==> config.mk <==
export PLATFORM = sky130hd
export DESIGN_NAME = sdram_bank_tracker
export DESIGN_NICKNAME = d
export VERILOG_FILES = /design/src/rtl/sbt_pkg.sv /design/src/rtl/sbt_decode.sv /design/src/rtl/sbt_burst.sv /design/src/rtl/sbt_bank.sv /design/src/rtl/sdram_bank_tracker.sv
export SDC_FILE = /design/constraint.sdc
export NUM_CORES = 1
export LEC_CHECK = 0
export ABC_AREA = 0
export BUFFER_PORTS_ARGS = -buffer_cell sky130_fd_sc_hd__buf_2
export CAP_MARGIN = 30
export CORE_MARGIN = 10
export CORE_UTILIZATION = 25
export CTS_CLUSTER_DIAMETER = 100
export CTS_CLUSTER_SIZE = 20
export DETAILED_ROUTE_END_ITERATION = 10
export MAX_ROUTING_LAYER = met4
export PLACE_DENSITY_LB_ADDON = 0.25
export REMOVE_ABC_BUFFERS = 1
export SLEW_MARGIN = 20
export SYNTH_ARGS = -nofsm -noshare
export SYNTH_HDL_FRONTEND = slang
export SYNTH_SLANG_ARGS = --single-unit
export TNS_END_PERCENT = 20
==> constraint.sdc <==
create_clock -name clk -period 3.12 [get_ports clk]
set_clock_uncertainty 0.1 [all_clocks]
set_input_delay 0.156 -clock clk [delete_from_list [all_inputs] [get_ports clk]]
set_output_delay 0.156 -clock clk [all_outputs]
set_load 0.02 [all_outputs]
==> src/rtl/sbt_pkg.sv <==
package sbt_pkg;

    typedef enum logic [2:0] {
        CMD_NOP  = 3'd0,
        CMD_ACT  = 3'd1,
        CMD_RD   = 3'd2,
        CMD_WR   = 3'd3,
        CMD_PRE  = 3'd4,
        CMD_BST  = 3'd5
    } sbt_cmd_e;

    // Effects one command has on one bank this edge
    typedef struct packed {
        logic open_req;
        logic close_req;
    } bank_ev_t;

    function automatic logic is_rw(input logic [2:0] code);
        return (code == CMD_RD) || (code == CMD_WR);
    endfunction

    function automatic sbt_cmd_e decode_op(input logic vld, input logic [2:0] code);
        sbt_cmd_e op;
        case (code)
            3'd1:    op = CMD_ACT;
            3'd2:    op = CMD_RD;
            3'd3:    op = CMD_WR;
            3'd4:    op = CMD_PRE;
            3'd5:    op = CMD_BST;
            default: op = CMD_NOP;
        endcase
        return vld ? op : CMD_NOP;
    endfunction

endpackage

==> src/rtl/sbt_decode.sv <==
module sbt_decode
    import sbt_pkg::*;
#(
    parameter int NUM_BANKS = 4,
    parameter int BA_W      = 2
) (
    input  logic                 cmd_valid,
    input  logic [2:0]           cmd_code,
    input  logic [BA_W-1:0]      cmd_bank,
    input  logic                 cmd_a10,
    input  logic [NUM_BANKS-1:0] bank_open,
    input  logic [NUM_BANKS-1:0] bank_ready,
    input  logic [NUM_BANKS-1:0] ap_hot,
    output logic [NUM_BANKS-1:0] act_hit,
    output logic [NUM_BANKS-1:0] pre_hit,
    output logic                 rw_ok,
    output logic                 bst,
    output logic                 err
);
    sbt_cmd_e             op;
    logic [NUM_BANKS-1:0] sel;

    for (genvar b = 0; b < NUM_BANKS; b++) begin : g_sel
        assign sel[b] = (cmd_bank == BA_W'(b));
    end

    always_comb begin
        op      = decode_op(cmd_valid, cmd_code);
        act_hit = '0;
        pre_hit = '0;
        rw_ok   = 1'b0;
        bst     = 1'b0;
        err     = 1'b0;
        case (op)
            CMD_ACT: begin
                act_hit = sel & bank_ready;
                err     = ~|(sel & bank_ready);
            end
            CMD_RD, CMD_WR: begin
                rw_ok = |(sel & bank_open & ~ap_hot);
                err   = ~rw_ok;
            end
            CMD_PRE: pre_hit = cmd_a10 ? '1 : sel;
            CMD_BST: bst = 1'b1;
            default: ;
        endcase
    end
endmodule

==> src/rtl/sbt_burst.sv <==
module sbt_burst #(
    parameter int NUM_BANKS = 4,
    parameter int BA_W      = 2,
    parameter int BURST_LEN = 4,
    parameter bit FULL_PAGE = 1'b0
) (
    input  logic                 clk,
    input  logic                 rst,
    input  logic                 rw_ok,
    input  logic                 bst,
    input  logic [BA_W-1:0]      rw_bank,
    input  logic                 rw_a10,
    input  logic [NUM_BANKS-1:0] pre_hit,
    output logic                 busy,
    output logic [NUM_BANKS-1:0] ap_hot,
    output logic [NUM_BANKS-1:0] ap_fire
);
    localparam int BL_W = (BURST_LEN > 1) ? $clog2(BURST_LEN) : 1;

    logic [BA_W-1:0] cur_bank;
    logic            cur_ap;
    logic [BL_W-1:0] left;
    logic            nat_end;
    logic            cut;
    logic            ends;

    assign nat_end = busy && !FULL_PAGE && (left == '0);
    assign cut     = bst || rw_ok;
    assign ends    = nat_end || cut || pre_hit[cur_bank];

    for (genvar b = 0; b < NUM_BANKS; b++) begin : g_ap
        assign ap_hot[b]  = busy && cur_ap && (cur_bank == BA_W'(b));
        assign ap_fire[b] = ap_hot[b] && (nat_end || cut);
    end

    always_ff @(posedge clk) begin
        if (rst) begin
            busy     <= 1'b0;
            cur_ap   <= 1'b0;
            cur_bank <= '0;
            left     <= '0;
        end else if (rw_ok) begin
            busy     <= 1'b1;
            cur_ap   <= rw_a10 && !FULL_PAGE;
            cur_bank <= rw_bank;
            left     <= BL_W'(BURST_LEN - 1);
        end else if (busy && ends) begin
            busy   <= 1'b0;
            cur_ap <= 1'b0;
        end else if (busy && !FULL_PAGE) begin
            left <= left - BL_W'(1);
        end
    end
endmodule

==> src/rtl/sbt_bank.sv <==
module sbt_bank
    import sbt_pkg::*;
#(
    parameter int T_RP = 3
) (
    input  logic     clk,
    input  logic     rst,
    input  bank_ev_t ev,
    output logic     is_open,
    output logic     ready
);
    localparam int RP_W = (T_RP > 1) ? $clog2(T_RP) : 1;

    logic [RP_W-1:0] rp_cnt;

    always_ff @(posedge clk) begin
        if (rst) begin
            is_open <= 1'b0;
            rp_cnt  <= '0;
        end else if (ev.close_req) begin
            is_open <= 1'b0;
            rp_cnt  <= RP_W'(T_RP - 1);
        end else if (ev.open_req) begin
            is_open <= 1'b1;
        end else if (rp_cnt != '0) begin
            rp_cnt <= rp_cnt - RP_W'(1);
        end
    end

    assign ready = !is_open && (rp_cnt == '0);
endmodule

==> src/rtl/sdram_bank_tracker.sv <==
module sdram_bank_tracker
    import sbt_pkg::*;
#(
    parameter int NUM_BANKS = 4,
    parameter int BURST_LEN = 4,
    parameter int T_RP      = 3,
    parameter bit FULL_PAGE = 1'b0,
    parameter int COL_W     = 10,
    localparam int BA_W     = $clog2(NUM_BANKS)
) (
    input  logic                 clk,
    input  logic                 rst,
    input  logic                 cmd_valid,
    input  logic [2:0]           cmd_code,
    input  logic [BA_W-1:0]      cmd_bank,
    input  logic                 cmd_a10,
    input  logic [COL_W-1:0]     cmd_col,
    output logic [COL_W-1:0]     col_out,
    output logic [NUM_BANKS-1:0] bank_open,
    output logic [NUM_BANKS-1:0] bank_ready,
    output logic                 burst_busy,
    output logic                 cmd_err
);
    logic [NUM_BANKS-1:0] act_hit, pre_hit, ap_hot, ap_fire;
    logic                 rw_ok, bst, err_now;

    assign col_out = cmd_col;

    sbt_decode #(.NUM_BANKS(NUM_BANKS), .BA_W(BA_W)) dec_i (
        .cmd_valid (cmd_valid),
        .cmd_code  (cmd_code),
        .cmd_bank  (cmd_bank),
        .cmd_a10   (cmd_a10),
        .bank_open (bank_open),
        .bank_ready(bank_ready),
        .ap_hot    (ap_hot),
        .act_hit   (act_hit),
        .pre_hit   (pre_hit),
        .rw_ok     (rw_ok),
        .bst       (bst),
        .err       (err_now)
    );

    sbt_burst #(
        .NUM_BANKS(NUM_BANKS), .BA_W(BA_W),
        .BURST_LEN(BURST_LEN), .FULL_PAGE(FULL_PAGE)
    ) burst_i (
        .clk    (clk),
        .rst    (rst),
        .rw_ok  (rw_ok),
        .bst    (bst),
        .rw_bank(cmd_bank),
        .rw_a10 (cmd_a10),
        .pre_hit(pre_hit),
        .busy   (burst_busy),
        .ap_hot (ap_hot),
        .ap_fire(ap_fire)
    );

    for (genvar b = 0; b < NUM_BANKS; b++) begin : g_bank
        bank_ev_t ev;
        assign ev.open_req  = act_hit[b];
        assign ev.close_req = pre_hit[b] | ap_fire[b];
        sbt_bank #(.T_RP(T_RP)) bank_i (
            .clk    (clk),
            .rst    (rst),
            .ev     (ev),
            .is_open(bank_open[b]),
            .ready  (bank_ready[b])
        );
    end

    always_ff @(posedge clk) begin
        if (rst) cmd_err <= 1'b0;
        else     cmd_err <= err_now;
    end
endmodule

==> impl_metrics.yaml <==
status:
  status: "finished, final reports clean"
critical_path:
  worstReg2RegStart: "burst_i.left[0]$_SDFFE_PP0P_"
  path_cells: "inv_1 -> ha_1 -> a21oi_1 -> o21ai_0 -> o31a_1"
  cp_slowest_cell: "a21oi_1"
  cp.arrival_ns: 2.02
  worst_ep_required_time_ns: 3.17
  r2r_end: "g_bank[1].bank_i.rp_cnt[1]$_SDFFE_PP0P_"
  worstSetupEndpointType: "flop"
  rr_worst_depth: 5
  path_buf_inv: 1
  reg2reg_slack_ns: 1.15
  cp_top_family: "compound AO/OA/AOI/OAI gates"
  crit_fanout: 7
  crit_type: "flop to flop"
  startpoint: "burst_i.left[0]$_SDFFE_PP0P_"
  max_stage_delay_ns: 0.53
  cp-start-kind: "flop"
floorplanning:
  fp.dieW_microns: 91.66
  dieHeight_microns: 91.66
  pin_count: 39
  num_rows: 26
  fp.dieArea_sq_um: 8402
  core_area_sq_um: 5042
  start_util: 0.2546
hold_path:
  holdPathEnd: "burst_i.cur_bank[0]$_SDFFE_PP0P_"
  hold_path_depth: 3
  hold_path_class: "primary input to flop"
  worstHoldStart: "cmd_bank[0]"
timing:
  finalSetupTns_ns: 0
  rsz0062_at_grt: "no"
  hold_viol: 0
  setup_viol: 0
  tightestPinTransition_ns: 0.7437
  fin_crit_sh: 0.6299
  fmax_mhz: 508.8
  period_needed_ns: 1.965
  relSlewSlack: 0.4975
  maxSlewViolCount: 0
route:
  drc: 0
  final_antenna_net_count: 0
  via_per_inst: 5.131
  wl_per_cell_microns: 15.66
  num_vias: 1093
  first_pass_iters: 4
  drt_iter0_markers: 48
  wl_microns: 3335
clocking:
  worstSkewPairLatency_ns: 0.26
  ctsResizeCount: 0
  cts_setup_buffers: 0
  cts_made_buffers: 3
  cts.path.max_buffers: 2
  cts_root_buf: "clkbuf_8"
  hold_buffers: 0
  h-tree-depth: 1
  cts_sinks: 19
  clk_pin_slew_ns: 0.07
  tritoncts: "yes"
global_routing:
  track_usage: 0.07984
  grt.overflow.total: 0
  grt_pass1_vias: 1102
  grt_antenna_before_repair: 0
  grt_pass1_wl_microns: 5361
  grt_max_degree: 16
job:
  drv_cap: 0
logic_synthesis:
  synth-seq-cells: 19
  synthCells: 145
  syn_avg_cell_area_sq_um: 8.853
  syn_area_sq_um: 1284
  seq_area_frac_synth: 0.2963
  synth_cell_type_count: 42
  yosysWarnings: 0
layout:
  area_growth_pct: 4.191
  final_util: 0.2653
  drive_above_1_share: 0.1958
  n_fill_cell: 544
  diodes: 0
  num-nets-final: 164
pwr:
  vdd.ir_drop.worst_v: 0.0001686
  p_leak_nw: 0.4250
  power_density_nw_per_um2: 354.7
place:
  place_hpwl_microns: 2549
  portBuffers: 18
  place.gp.congestion: 0.8059
## placed cells by master, fill, tap and decap left out, drive strengths merged, types with 2 or more instances in the layout
| cell | Yosys | layout |
|---|---|---|
| nand2b | 5 | 5 |
| a211oi | 3 | 3 |
| mux4 | 2 | 2 |
| nand3b | 3 | 3 |
| buf | 23 | 18 |
| o21ai | 8 | 8 |
| xnor2 | 2 | 2 |
| nor4bb | 2 | 2 |
| inv | 3 | 3 |
| o31a | 4 | 4 |
| a31oi | 5 | 5 |
| nor3 | 4 | 4 |
| clkbuf | 2 | 5 |
| nor4 | 8 | 8 |
| a311o | 2 | 2 |
| nor2 | 4 | 4 |
| nand2 | 10 | 10 |
| o211ai | 2 | 2 |
| and2 | 5 | 5 |
| nor2b | 4 | 4 |
| o31ai | 2 | 2 |
| nand4b | 3 | 3 |
| mux2i | 2 | 2 |
| a21oi | 3 | 3 |
| o2111ai | 2 | 2 |
| dfxtp | 19 | 19 |
## worst min-delay path: stages
cell and delay [ns]:
buf_2 0.17, nand2_1 0.08, mux2i_1 0.07
## logic make-up after synthesis
kind of cell / after synthesis / share of synthesized area
AO/OA/AOI/OAI: 37 / 0.2300
multiplexers: 4 / 0.05068
AND/OR/NAND/NOR: 54 / 0.2554
XOR/XNOR: 2 / 0.01365
flip-flops: 19 / 0.2963
adder cells (fa/ha/maj): 1 / 0.009745
buffers and inverters: 28 / 0.1443
## worst max path at each step
| stage | end | cells past startpoint | slack (ns) |
|---|---|---|---|
| floorplan | g_bank[0].bank_i.rp_cnt[1]$_SDFFE_PP0P_ | 4 | 1.35 |
| detailed placement | g_bank[1].bank_i.rp_cnt[1]$_SDFFE_PP0P_ | 5 | 1.23 |
| global route | g_bank[1].bank_i.is_open$_SDFFE_PP0P_ | 5 | 1.03 |
| finish | g_bank[1].bank_i.rp_cnt[1]$_SDFFE_PP0P_ | 5 | 1.15 |
| CTS | g_bank[1].bank_i.rp_cnt[1]$_SDFFE_PP0P_ | 5 | 1.21 |
| global placement | g_bank[1].bank_i.rp_cnt[1]$_SDFFE_PP0P_ | 4 | 1.28 |
## routing by layer
metal / global-route usage / routed length [microns] / vias to the layer above
met3: 0.02934 / 159 / 7
met2: 0.1250 / 1614 / 38
li1: - / - / 524
met5: - / 0 / -
met1: 0.08829 / 1490 / 524
met4: 0.03786 / 70 / 0
## Yosys cell counts, drive strengths merged
| library cell | n | area (sq um) |
|---|---|---|
| nor4 | 8 | 50.05 |
| nand4b | 3 | 26.28 |
| clkbuf | 2 | 7.510 |
| nand2b | 5 | 31.28 |
| xnor2 | 2 | 17.52 |
| inv | 3 | 11.26 |
| a2111oi | 1 | 27.53 |
| nand4 | 1 | 6.260 |
| o211a | 1 | 10.01 |
| and3 | 1 | 6.260 |
| or2 | 1 | 6.260 |
| o211ai | 2 | 15.01 |
| mux4 | 2 | 45.04 |
| o31ai | 2 | 15.01 |
| and4b | 1 | 10.01 |
| and2 | 5 | 31.28 |
| o21ai | 8 | 40.04 |
| o311ai | 1 | 8.760 |
| nor2b | 4 | 25.02 |
| ha | 1 | 12.51 |
| o2111ai | 2 | 17.52 |
| mux2i | 2 | 20.02 |
| nand3b | 3 | 22.52 |
| nand4bb | 1 | 11.26 |
| a311o | 2 | 20.02 |
| nand2 | 10 | 37.54 |
| a21oi | 3 | 15.01 |
| a211oi | 3 | 22.52 |
| dfxtp | 19 | 380.4 |
| o22a | 1 | 8.760 |
| nor2 | 4 | 15.01 |
| o31a | 4 | 35.03 |
| o21a | 1 | 7.510 |
| buf | 23 | 166.4 |
| a31oi | 5 | 37.53 |
| a2bb2oi | 1 | 15.01 |
| or3b | 1 | 8.760 |
| nor3 | 4 | 20.02 |
| nor4bb | 2 | 20.02 |
## registers in the layout, indices dropped and copies added, names as in the netlist
signal	count
g_bank.bank_i.rp_cnt	8
burst_i.busy	1
burst_i.cur_bank	2
cmd_err	1
g_bank.bank_i.is_open	4
burst_i.cur_ap	1
burst_i.left	2
## report_power, final
part           total, mW  internal (mW)  leakage, nW  switching [mW]
registers          0.247          0.245        0.153         0.00216
clock network      0.179         0.0912       0.0228          0.0874
logic             0.0489         0.0172        0.249          0.0316
total              0.474          0.353        0.425           0.121
## stage by stage
stage | hold slack (ns) | setup WS [ns] | cell area, sq um | instances | power (mW)
after floorplan | 0.1251 | 1.349 | 1110 | 120 | 0.2772
after global placement | 0.2122 | 1.275 | 1287 | 208 | 0.3001
after detailed placement | 0.2122 | 1.225 | 1287 | 208 | 0.3014
after CTS | 0.1581 | 1.205 | 1333 | 212 | 0.4768
after global routing | 0.1837 | 1.029 | 1338 | 213 | 0.4928
final | 0.1558 | 1.155 | 1338 | 213 | 0.4744
## cell type report
cell class | count | area (sq um) | share of cell area
Inverter | 3 | 11.26 | 0.008419
Sequential cell | 19 | 380.4 | 0.2844
Multi-Input combinational cell | 98 | 718.2 | 0.5370
Tap cell | 70 | 87.58 | 0.06548
Timing Repair Buffer | 19 | 95.09 | 0.07109
Clock buffer | 4 | 45.04 | 0.03368
Power figures use the tool's default switching activity.
